## src/rtl/dadc_pkg.sv

```systemverilog
package dadc_pkg;
    localparam int unsigned SAMPLE_W     = 12;
    localparam int unsigned DUAL_FRAME   = 16;
    localparam int unsigned SINGLE_FRAME = 28;
    localparam int unsigned REARM_EDGE   = 14;

    typedef enum logic [1:0] {
        ST_IDLE  = 2'd0,
        ST_SETUP = 2'd1,
        ST_RUN   = 2'd2,
        ST_PDN   = 2'd3
    } st_e;
endpackage

```

## src/rtl/dadc_sclk_gen.sv

```systemverilog
module dadc_sclk_gen #(
    parameter int unsigned HALF_W = 8
) (
    input  logic              clk,
    input  logic              rst_n,
    input  logic              run_i,
    input  logic              launch_i,
    input  logic [HALF_W-1:0] half_i,
    output logic              sclk_o,
    output logic              fall_o
);
    localparam logic [HALF_W-1:0] ONE = HALF_W'(1);

    typedef struct packed {
        logic              sclk;
        logic [HALF_W-1:0] hc;
    } gen_t;

    gen_t q, d;
    logic [HALF_W-1:0] eff;
    logic              tick;

    always_comb begin
        eff    = (half_i == '0) ? ONE : half_i;
        tick   = run_i && (q.hc == eff - ONE);
        fall_o = tick && q.sclk;
        d      = q;
        if (launch_i) begin
            d.sclk = 1'b1;
            d.hc   = '0;
        end else if (run_i) begin
            if (tick) begin
                d.sclk = ~q.sclk;
                d.hc   = '0;
            end else begin
                d.hc = q.hc + ONE;
            end
        end else begin
            d.sclk = 1'b0;
            d.hc   = '0;
        end
    end

    always_ff @(posedge clk or negedge rst_n) begin
        if (!rst_n) q <= '0;
        else        q <= d;
    end

    assign sclk_o = q.sclk;
endmodule

```

## src/rtl/dadc_shift_capture.sv

```systemverilog
module dadc_shift_capture #(
    parameter int unsigned W = 12
) (
    input  logic         clk,
    input  logic         rst_n,
    input  logic         shift_i,
    input  logic         single_i,
    input  logic         commit_i,
    input  logic         bit_a_i,
    input  logic         bit_b_i,
    output logic [W-1:0] res1_o,
    output logic [W-1:0] res2_o,
    output logic         valid_o
);
    typedef struct packed {
        logic [W-1:0] sr1;
        logic [W-1:0] sr2;
        logic [W-1:0] r1;
        logic [W-1:0] r2;
        logic         vld;
    } cap_t;

    cap_t q, d;

    always_comb begin
        d     = q;
        d.vld = 1'b0;
        if (shift_i) begin
            if (single_i) begin
                // one 2W-bit chain: line A enters sr2, sr2 MSB feeds sr1
                d.sr2 = {q.sr2[W-2:0], bit_a_i};
                d.sr1 = {q.sr1[W-2:0], q.sr2[W-1]};
            end else begin
                d.sr1 = {q.sr1[W-2:0], bit_a_i};
                d.sr2 = {q.sr2[W-2:0], bit_b_i};
            end
        end
        if (commit_i) begin
            d.r1  = d.sr1;
            d.r2  = d.sr2;
            d.vld = 1'b1;
        end
    end

    always_ff @(posedge clk or negedge rst_n) begin
        if (!rst_n) q <= '0;
        else        q <= d;
    end

    assign res1_o  = q.r1;
    assign res2_o  = q.r2;
    assign valid_o = q.vld;
endmodule

```

## src/rtl/dadc_capture_ctrl.sv

```systemverilog
module dadc_capture_ctrl
    import dadc_pkg::*;
#(
    parameter int unsigned HALF_W     = 8,
    parameter int unsigned SETUP_CLKS = 3,
    parameter int unsigned LEAD_BITS  = 4
) (
    input  logic                clk,
    input  logic                rst_n,
    input  logic                start_i,
    input  logic                cont_i,
    input  logic                pdn_req_i,
    input  logic                single_i,
    input  logic [HALF_W-1:0]   half_per_i,
    input  logic                dout_a_i,
    input  logic                dout_b_i,
    output logic                cnvst_o,
    output logic                sclk_o,
    output logic [SAMPLE_W-1:0] ch1_o,
    output logic [SAMPLE_W-1:0] ch2_o,
    output logic                valid_o
);
    localparam int unsigned EC_W = $clog2(SINGLE_FRAME + 1);
    localparam int unsigned SC_W = (SETUP_CLKS > 1) ? $clog2(SETUP_CLKS) : 1;
    localparam logic [EC_W-1:0] E_ONE   = EC_W'(1);
    localparam logic [EC_W-1:0] E_REARM = EC_W'(REARM_EDGE);
    localparam logic [EC_W-1:0] E_LEAD  = EC_W'(LEAD_BITS);
    localparam logic [EC_W-1:0] LEN_D   = EC_W'(DUAL_FRAME);
    localparam logic [EC_W-1:0] LEN_S   = EC_W'(SINGLE_FRAME);
    localparam logic [EC_W-1:0] LAST_D  = EC_W'(LEAD_BITS + SAMPLE_W);
    localparam logic [EC_W-1:0] LAST_S  = EC_W'(LEAD_BITS + 2 * SAMPLE_W);
    localparam logic [SC_W-1:0] SC_END  = SC_W'(SETUP_CLKS - 1);

    typedef struct packed {
        st_e             st;
        logic [SC_W-1:0] scnt;
        logic [EC_W-1:0] ec;
        logic            cnvst;
        logic            single;
    } ctl_t;

    ctl_t q, d;
    logic            run, launch, fall, shift, commit;
    logic [EC_W-1:0] fidx, flen, flast;

    dadc_sclk_gen #(.HALF_W(HALF_W)) u_sclk (
        .clk      (clk),
        .rst_n    (rst_n),
        .run_i    (run),
        .launch_i (launch),
        .half_i   (half_per_i),
        .sclk_o   (sclk_o),
        .fall_o   (fall)
    );

    dadc_shift_capture #(.W(SAMPLE_W)) u_cap (
        .clk      (clk),
        .rst_n    (rst_n),
        .shift_i  (shift),
        .single_i (q.single),
        .commit_i (commit),
        .bit_a_i  (dout_a_i),
        .bit_b_i  (dout_b_i),
        .res1_o   (ch1_o),
        .res2_o   (ch2_o),
        .valid_o  (valid_o)
    );

    always_comb begin
        d      = q;
        run    = (q.st == ST_RUN);
        launch = 1'b0;
        shift  = 1'b0;
        commit = 1'b0;
        flen   = q.single ? LEN_S  : LEN_D;
        flast  = q.single ? LAST_S : LAST_D;
        fidx   = q.ec + E_ONE;
        unique case (q.st)
            ST_IDLE, ST_PDN: begin
                if (start_i) begin
                    d.st     = ST_SETUP;
                    d.scnt   = '0;
                    d.ec     = '0;
                    d.cnvst  = 1'b1;
                    d.single = single_i;
                end
            end
            ST_SETUP: begin
                if (q.scnt == SC_END) begin
                    launch = 1'b1;
                    d.st   = ST_RUN;
                end else begin
                    d.scnt = q.scnt + SC_W'(1);
                end
            end
            ST_RUN: begin
                if (fall) begin
                    d.ec = fidx;
                    if (fidx == E_ONE)                  d.cnvst = 1'b0;
                    if (fidx == E_REARM && !pdn_req_i)  d.cnvst = 1'b1;
                    if (fidx > E_LEAD && fidx <= flast) shift = 1'b1;
                    if (fidx == flast)                  commit = 1'b1;
                    if (fidx == flen) begin
                        d.ec = '0;
                        if (!q.cnvst)     d.st = ST_PDN;
                        else if (!cont_i) d.st = ST_IDLE;
                    end
                end
            end
            default: d.st = ST_IDLE;
        endcase
    end

    always_ff @(posedge clk or negedge rst_n) begin
        if (!rst_n) q <= '{st: ST_IDLE, default: '0};
        else        q <= d;
    end

    assign cnvst_o = q.cnvst;
endmodule

```

## config.mk

```make
export PLATFORM = sky130hd
export DESIGN_NAME = dadc_capture_ctrl
export DESIGN_NICKNAME = d
export VERILOG_FILES = /design/src/rtl/dadc_pkg.sv /design/src/rtl/dadc_sclk_gen.sv /design/src/rtl/dadc_shift_capture.sv /design/src/rtl/dadc_capture_ctrl.sv
export SDC_FILE = /design/constraint.sdc
export NUM_CORES = 1
export LEC_CHECK = 0
export BUFFER_PORTS_ARGS = -buffer_cell sky130_fd_sc_hd__buf_4
export CORE_MARGIN = 1
export CORE_UTILIZATION = 30
export DETAILED_ROUTE_END_ITERATION = 8
export PLACE_DENSITY = 0.57
export REMOVE_ABC_BUFFERS = 1
export SYNTH_ARGS = -nofsm -noshare
export SYNTH_HDL_FRONTEND = slang
export SYNTH_SLANG_ARGS = --single-unit
```

## constraint.sdc

```tcl
create_clock -name clk -period 4.1 [get_ports clk]
set_input_delay 0.41 -clock clk [delete_from_list [all_inputs] [get_ports clk]]
set_output_delay 0.41 -clock clk [all_outputs]
set_load 0.01 [all_outputs]
```

# Yosys cells after proc, flatten, opt, wreduce, memory -nomap -nowiden
# Index checks and enable logic that the tools add are counted.
# totals
regBits,69
in_bits,16
out_inout_bits,27
wordCells,81
# op_classes
addsub,4
order_cmp,2
eq_ne,16
mux,31
n_bitwise,1
n_reduce_logical,15
# op_table
cell,n
two-way mux 24 bit,1
two-way mux 9 bit,2
two-way mux 8 bit,2
two-way mux 13 bit,1
two-way mux 1 bit,12
two-way mux 2 bit,6
one-hot mux 6 bit (2 select lines),1
two-way mux 11 bit,1
!= test 2 bit (second input constant),5
!= test 3 bit (second input constant),3
adder 8 x 1 -> 8 bit (second input constant),1
== test 8 bit,1
zero test 8 bit,1
subtractor 8 x 1 -> 8 bit (second input constant),1
== test 2 bit (second input constant),3
two-way mux 6 bit,1
one-hot mux 2 bit (3 select lines),1
AND reduction 3 bit,2
adder 5 x 1 -> 5 bit (second input constant),1
== test 5 x 1 -> 1 bit (second input constant),1
== test 5 x 4 -> 1 bit (second input constant),1
== test 5 bit,1
greater-than comparator 5 x 3 -> 1 bit (second input constant),1
<= comparator 5 bit,1
14 further kinds,18

# Logic depth before layout (Yosys ltp)
# Gate-level depths: netlist of run 1.
# depth
ltp_word,9
mapped_depth,12
mapped_depth_nobuf,10

# Hierarchy
# A second synthesis of run 1 with hierarchy kept.
# unflattened
hier_cells,331
area_unflattened_um2,3748.6
# by_module_without_submodules
module,instances,cells_each,area_per_inst_um2
dadc_shift_capture,1,136,2050.7
dadc_capture_ctrl,1,114,969.7
dadc_sclk_gen,1,81,728.2

# Least setup slack after synthesis of run 1
# Ideal clock, no wire load.
# synth_path
kind,input-to-reg
from,in half_per_i[2]
to,reg u_cap.q (netlist bit u_cap.res1_o[0])
setup_time_ns,0.125
t_arrival_ns,3.219
required_ns,3.975
path_slack_ns,0.756
path_stages,12
path_cell_list,buf_6 -> nor4_1 -> a21oi_1 -> ha_1 -> xor2_1 -> o2111ai_1 -> a211o_1 -> nor4_4 -> nand3_4 -> nor2_8 -> buf_12 -> mux2_4
# synth_between
elab_chain_len,9
word_cells_on_any_way,11
classes_between,add/sub (1); eq/ne (1); mux (6); reduce/logical (3)
# synth_lines
item,line,text
start: declaration,dadc_capture_ctrl.sv:14,"input logic [HALF_W-1:0] half_per_i,"
zero test 8 bit,dadc_sclk_gen.sv:24,eff = (half_i == '0) ? ONE : half_i;
two-way mux 8 bit *,dadc_sclk_gen.sv:24,
subtractor 8 x 1 -> 8 bit *,dadc_sclk_gen.sv:25,tick = run_i && (q.hc == eff - ONE);
== test 8 bit *,dadc_sclk_gen.sv:25,
logical AND 1 bit *,dadc_sclk_gen.sv:25,
logical AND 1 bit *,dadc_sclk_gen.sv:26,fall_o = tick && q.sclk;
two-way mux 1 bit,dadc_capture_ctrl.sv:97,if (fall) begin
two-way mux 1 bit,dadc_capture_ctrl.sv:78,unique case (q.st)
two-way mux 24 bit,dadc_shift_capture.sv:28,if (shift_i) begin
end signal: assignment,dadc_shift_capture.sv:46,if (!rst_n) q <= '0;
end signal: assignment,dadc_shift_capture.sv:47,else q <= d;
end: declaration,dadc_shift_capture.sv:23,"cap_t q, d;"
# Every way passes the cells marked *; elsewhere a longest branch is shown, timed or not.
# A chain may end at the register's enable or synchronous reset.

# Worst setup path after layout of run 1
# layout_path
from,in half_per_i[2]
to,reg u_cap.q (netlist bit u_cap.res2_o[6])
# The elaborated chain is that of the path after synthesis.

==> run_results.csv, run 1 <==
group,metric,value,unit
outcome,outcome,"completed",
timing,maxSlewViolCount,0,
yosys,synth_edf_count,0,
timing,finalHoldWorstSlack,0.199,ns
clock_network,max-clock-path-buffers,2,
layout,syn_to_final_growth,15.8,%
floorplan,core_area,13300,um^2
pwr,p_sw_share,27.7,%
pwr,power_density,405,nW/um^2
clock_network,cts-htree-levels,3,
critical_path,worstPathArrival,3.25,ns
yosys,yosys_most_used_dff,"dfrtp_1",
global_route,grt_first_pass_wirelength,13300,um
layout,drive_above_1_share,40.2,%
timing,min_period_over_period,74.2,%
clock_network,cts-root-buf,"clkbuf_16",
critical_path,slowest_delay,0.34,ns
global_route,gr-total-overflow,0,
timing,worst_pin_slew,0.871,ns
pwr,p_leak,2.34,nW
clock_network,cts_sinks,69,
critical_path,rr_startpoint,"q[2]$_DFFE_PN0P_",
layout,final_common_cell,"dfrtp_1",
global_route,grt.total_usage,11.8,%
timing,rsz0062_at_grt,"no",
critical_path,slowest_stage,"nor4_4",
place,globalplace.congestion,0.796,
route,drc,0,
timing,hold_viol,0,
pwr,seq_power_share,40.0,%
yosys,synth_seq_area_share,42.2,%
floorplan,num_rows,42,
floorplan,die_width,119,um
critical_path,crit_chain,"buf_4, nor4_1, buf_4, a21oi_1, ha_1, xor2_1, o2111ai_1, a211o_1, nor4_4, nand3_4, nor2_8, buf_12, mux2_4",
critical_path,cpLargestDelayFamily,"simple AND/OR/NAND/NOR gates",
place,post-place-ws,0.712,ns
clock_network,post_cts_resized,0,
place,hpwlAfterDp,5260,um
place,portBuffers,42,
critical_path,crit_path_start,"half_per_i[2]",
pwr,total_power,0.00192,W
route,ant_nets,0,
pwr,clockPowerShare,44.3,%
critical_path,crit_path_frequent_cell,"buf_4",
run,max_cap_viol_count,0,
worst_hold_path,hold_class,"in -> async",
clock_network,clk_pin_slew,0.06,ns
route,viasPerCell,4.63,
floorplan,start_util,30.8,%
pwr,combPwrFrac,15.7,%
layout,final_cell_mix,"dfrtp_1, buf_4, mux2_4",
timing,fin_worst_skew,0.00813,ns
critical_path,crit_buf_inv,3,
pwr,peakVddDrop,194,uV
yosys,ys_types,50,
route,wire_per_inst,14.1,um
critical_path,critPathKind,"in -> reg",
layout,layout.nets,394,
floorplan,die_area,14100,um^2
clock_network,postCtsSetupRepairBufs,0,
yosys,mappedNetlistArea,4090,um^2
layout,diodes,0,
yosys,synth_async_sr_flop_share,100,%
timing,tns,0,ns
route,routed_wl,7710,um
timing,setup_viol,0,
floorplan,top_level_ports,43,
global_route,antenna_found_initial,0,
critical_path,start_kind,"input pin",
yosys,yosysWarnings,0,
timing,slew_headroom,41.9,%
clock_network,cts_buffers,9,
pwr,switchingPower,0.000530,W
clock_network,hold_buffers,0,
yosys,postSynthAreaPerCell,12.0,um^2
clock_network,clk_latency,0.33,ns
global_route,grt_max_degree,70,
route,drtPass1Iterations,4,
timing,period_needed,3.04,ns
floorplan,die_h,119,um
critical_path,crit_path_end_kind,"flip-flop",
critical_path,cp_max_fo,13,
global_route,grt_pass1_vias,2688,
clock_network,cts_tree,"built",
yosys,syn-instance-count,342,
yosys,synth-seq-cells,69,
route,drt_iter0_drc,67,
timing,fmax,0.329,GHz
pwr,p_int,0.00139,W
critical_path,worst_ep_required_time,4.31,ns
route,num_vias,2534,
timing,fin_ws,1.06,ns
## final timing paths
check	slack, ns	to	cells past startpoint
setup reg to reg	1.08	u_cap.res2_o[6]$_DFFE_PN0P_	10
max in group asynchronous	3.33	u_sclk.q[7]$_DFF_PN0_	1
min in group clk	0.31	q[0]$_DFFE_PN0P_	2
hold / removal	0.20	u_cap.res1_o[7]$_DFFE_PN0P_	1
setup / recovery	1.06	u_cap.res2_o[6]$_DFFE_PN0P_	13
hold reg to reg	0.52	u_cap.res2_o[7]$_DFFE_PN0P_	1
## cells in the mapped netlist, drive strengths merged, types with 2 or more instances
master	count	area share [%]
nand2b	4	0.61
or3	2	0.31
a211o	2	0.43
ha	12	3.7
inv	19	1.7
nand3	16	2.3
nor3	4	0.49
or2	2	0.31
nor2	18	2.0
nand2	10	0.92
xnor2	6	1.3
o21ai	10	1.2
nor4	3	0.83
a21oi	12	1.6
buf	29	6.2
nor2b	4	0.61
dfrtp	69	42
o22ai	2	0.31
o21a	2	0.37
or4	2	0.46
nand4	4	1.1
xor2	9	1.9
mux2i	5	1.2
and3	3	0.46
mux2	72	23
clkbuf	6	0.55
nor3b	2	0.37
## kinds of logic after synthesis
family / after synthesis / synth area share [%]
compound gates: 37 / 5.96
xor+xnor: 15 / 3.21
fa+ha+maj: 12 / 3.67
buf+inv: 54 / 8.50
flops: 69 / 42.2
mux: 77 / 24.5
simple gates: 78 / 12.0
## sequential cells by signal, summed over array words and instances, names as in the netlist
register / count
cnvst_o: 1
u_sclk.q: 8
q: 10
u_sclk.sclk_o: 1
u_cap.res2_o: 12
u_cap.q: 24
u_cap.valid_o: 1
u_cap.res1_o: 12
## stage by stage
stage | area (um^2) | utilization [%] | instances
floorplan | 3820 | - | 307
global placement | 4410 | 33.2 | 531
detailed placement | 4410 | 33.2 | 531
CTS | 4740 | 35.6 | 547
global route | 4740 | 35.6 | 547
finish | 4740 | 35.6 | 547
## layout make-up
type                    instances  area [um^2]
fillers                      1323         8560
inverters                      19         71.3
well taps                     176          220
multi-input cells             219         2020
flip-flops and latches         69         1730
clock buffers                   9          225
repair buffers                 48          373
clock inverters                 7          104
## per-layer routing
metal | vias up | track usage, % | part of all wire (%)
met5 | - | 0 | 0
met4 | 0 | 4.59 | 1.1
met3 | 8 | 2.11 | 2.9
met2 | 39 | 19.5 | 48
met1 | 1258 | 15.3 | 48
li1 | 1229 | - | -
## power groups by stage
stage	clock, W	sequential (W)	combinational (W)
2_1_floorplan	0	0.000771	0.000205
3_3_place_gp	0	0.000779	0.000297
3_5_place_dp	0	0.000780	0.000304
4_1_cts	0.000872	0.000767	0.000306
5_1_grt	0.000901	0.000775	0.000341
6_report	0.000850	0.000766	0.000301
Power figures use the tool's default switching activity.
==> run 2: changes to the inputs <==
Settings changed: PLACE_DENSITY 0.57 to 0.59.
Clock period 4.1 ns to 2.7 ns, I/O delays scaled along.
==> run 2 against run 1 <==
Count of clock-buffer cells in the layout up 1. Clock power rose by 35%. Worst hold slack got worse by 0.14 ns. Global-route usage about the same. Via count grew 2.4%. Critical path type is now reg -> reg. Critical endpoint is now q[9]$_DFFE_PN0P_. Largest cell class unchanged.
==> run_results.csv, run 2 (synthesized netlist as in run 1, its figures left out) <==
group,metric,value,unit
critical_path,start_kind,"flip-flop",
floorplan,num_rows,42,
pwr,peakVddDrop,254,uV
route,ant_nets,0,
pwr,power_density,563,nW/um^2
place,dpl.cell_count,552,
timing,period_needed,2.55,ns
clock_network,cts_tree,"built",
timing,finalHoldWorstSlack,0.0594,ns
timing,hold_viol,0,
floorplan,die_h,119,um
timing,worst_pin_slew,0.883,ns
floorplan,die_width,119,um
critical_path,slowest_stage,"dfrtp_1",
global_route,grt_first_pass_wirelength,13500,um
layout,final_cells,570,
clock_network,cts_buffers,9,
clock_network,cts-root-buf,"clkbuf_16",
timing,maxSlewViolCount,0,
timing,min_period_over_period,94.5,%
clock_network,cts-htree-levels,3,
layout,diodes,0,
outcome,outcome,"completed",
layout,final_cell_mix,"dfrtp_1, buf_4, mux2_4",
critical_path,slowest_delay,0.42,ns
clock_network,postCtsSetupRepairBufs,0,
layout,drive_above_1_share,44.7,%
critical_path,worstPathArrival,2.76,ns
layout,layout.nets,417,
critical_path,cpLargestDelayFamily,"simple AND/OR/NAND/NOR gates",
timing,slew_headroom,41.1,%
route,drt_iter0_drc,85,
critical_path,cp_max_fo,5,
clock_network,max-clock-path-buffers,2,
route,wire_per_inst,13.7,um
route,num_vias,2596,
global_route,antenna_found_initial,0,
layout,largest_reg_flops,24,
layout,fill_cells,1286,
clock_network,hold_buffers,0,
clock_network,cts_sinks,69,
timing,fin_ws,0.148,ns
layout,syn_to_final_growth,21.5,%
global_route,grt_max_degree,70,
pwr,total_power,0.00280,W
critical_path,critPathKind,"reg -> reg",
timing,fin_worst_skew,0.00598,ns
global_route,grt_pass1_vias,2800,
layout,post-route-util,37.4,%
critical_path,rr_startpoint,"q[3]$_DFFE_PN0P_",
critical_path,crit_path_frequent_cell,"ha_1",
clock_network,clk_latency,0.32,ns
worst_hold_path,hold_class,"in -> async",
critical_path,crit_chain,"ha_1, xnor2_1, ha_1, nand4b_1, or2_2, nor2_1, nand3_1, a21oi_1, mux2_2",
route,viasPerCell,4.55,
floorplan,top_level_ports,43,
global_route,grt.total_usage,11.8,%
place,globalplace.congestion,0.820,
critical_path,worst_ep_required_time,2.91,ns
floorplan,core_area,13300,um^2
route,drc,0,
global_route,gr-total-overflow,0,
place,portBuffers,42,
critical_path,crit_path_end_kind,"flip-flop",
timing,fmax,0.392,GHz
place,post-place-ws,-0.426,ns
route,routed_wl,7820,um
pwr,p_leak,2.46,nW
run,max_cap_viol_count,0,
floorplan,start_util,30.8,%
route,drtPass1Iterations,4,
place,hpwlAfterDp,5430,um
layout,final_common_cell,"dfrtp_1",
floorplan,die_area,14100,um^2
critical_path,crit_path_start,"q[3]$_DFFE_PN0P_",
critical_path,crit_buf_inv,0,
clock_network,clk_pin_slew,0.06,ns
layout,top_register,"u_cap.q",
timing,setup_viol,0,
[run 2: cell count changes in the layout (fill, tap and decap cells not counted), moves of 2 or more]
| cell | previous run | this run |
|---|---|---|
| buf_6 | 0 | 3 |
| buf_12 | 1 | 4 |
| buf_4 | 47 | 63 |
| clkinv_2 | 0 | 2 |
| inv_6 | 3 | 0 |
| clkinvlp_4 | 0 | 2 |
[run 2: cell type report]
cell class	count	area (um^2)	share of cell area [%]
multi-input cells	219	2050	41.2
flip-flops and latches	69	1730	34.7
repair buffers	71	612	12.3
clock buffers	10	229	4.60
well taps	176	220	4.43
inverters	19	71.3	1.43
clock inverters	6	63.8	1.28
[run 2: worst paths after layout]
kind	to	cells after the start	slack [ns]
max in group asynchronous	u_cap.q[37]$_DFF_PN0_	1	2.06
hold / removal	u_cap.res1_o[5]$_DFFE_PN0P_	1	0.06
min in group clk	q[0]$_DFFE_PN0P_	2	0.19
hold reg to reg	u_cap.q[48]$_DFF_PN0_	1	0.51
setup / recovery	q[9]$_DFFE_PN0P_	9	0.15
setup reg to reg	q[9]$_DFFE_PN0P_	9	0.15
[run 2: metrics by stage]
step | TNS [ns] | instance area (um^2)
floorplan | -27.04 | 3820
CTS | 0 | 4900
finish | 0 | 4970
detailed placement | -23.04 | 4610
global route | -0.000104 | 4970
global placement | -20.42 | 4610
[run 2: what timing repair did]
action,CTS,global route
cloned,0,2
gates resized for setup,1,7
setup endpoints to repair,50,52
pin swaps,1,1
[run 2: layer usage]
metal / GRT usage [%] / share of wire, % / vias to the layer above / wire length [um]
li1: - / - / 1274 / -
met1: 15.1 / 48 / 1259 / 3740
met2: 20.1 / 48 / 52 / 3720
met3: 1.96 / 3.6 / 11 / 280
met4: 3.96 / 1.0 / 0 / 80
met5: 0 / 0 / - / 0
[run 2: worst register-to-register path: stages, from the launching register on]
cell	delay (ns)
dfrtp_1	0.42
ha_1	0.25
xnor2_1	0.17
ha_1	0.30
nand4b_1	0.12
or2_2	0.41
nor2_1	0.13
nand3_1	0.08
a21oi_1	0.20
mux2_2	0.36
[run 2: where the power goes]
| part | total [W] | leakage (nW) | internal (W) | switching, W |
|---|---|---|---|---|
| clock network | 0.00115 | 0.138 | 0.000713 | 0.000441 |
| logic | 0.000484 | 1.38 | 0.000220 | 0.000264 |
| registers | 0.00116 | 0.945 | 0.00108 | 0.0000808 |
| total | 0.00280 | 2.46 | 0.00202 | 0.000785 |
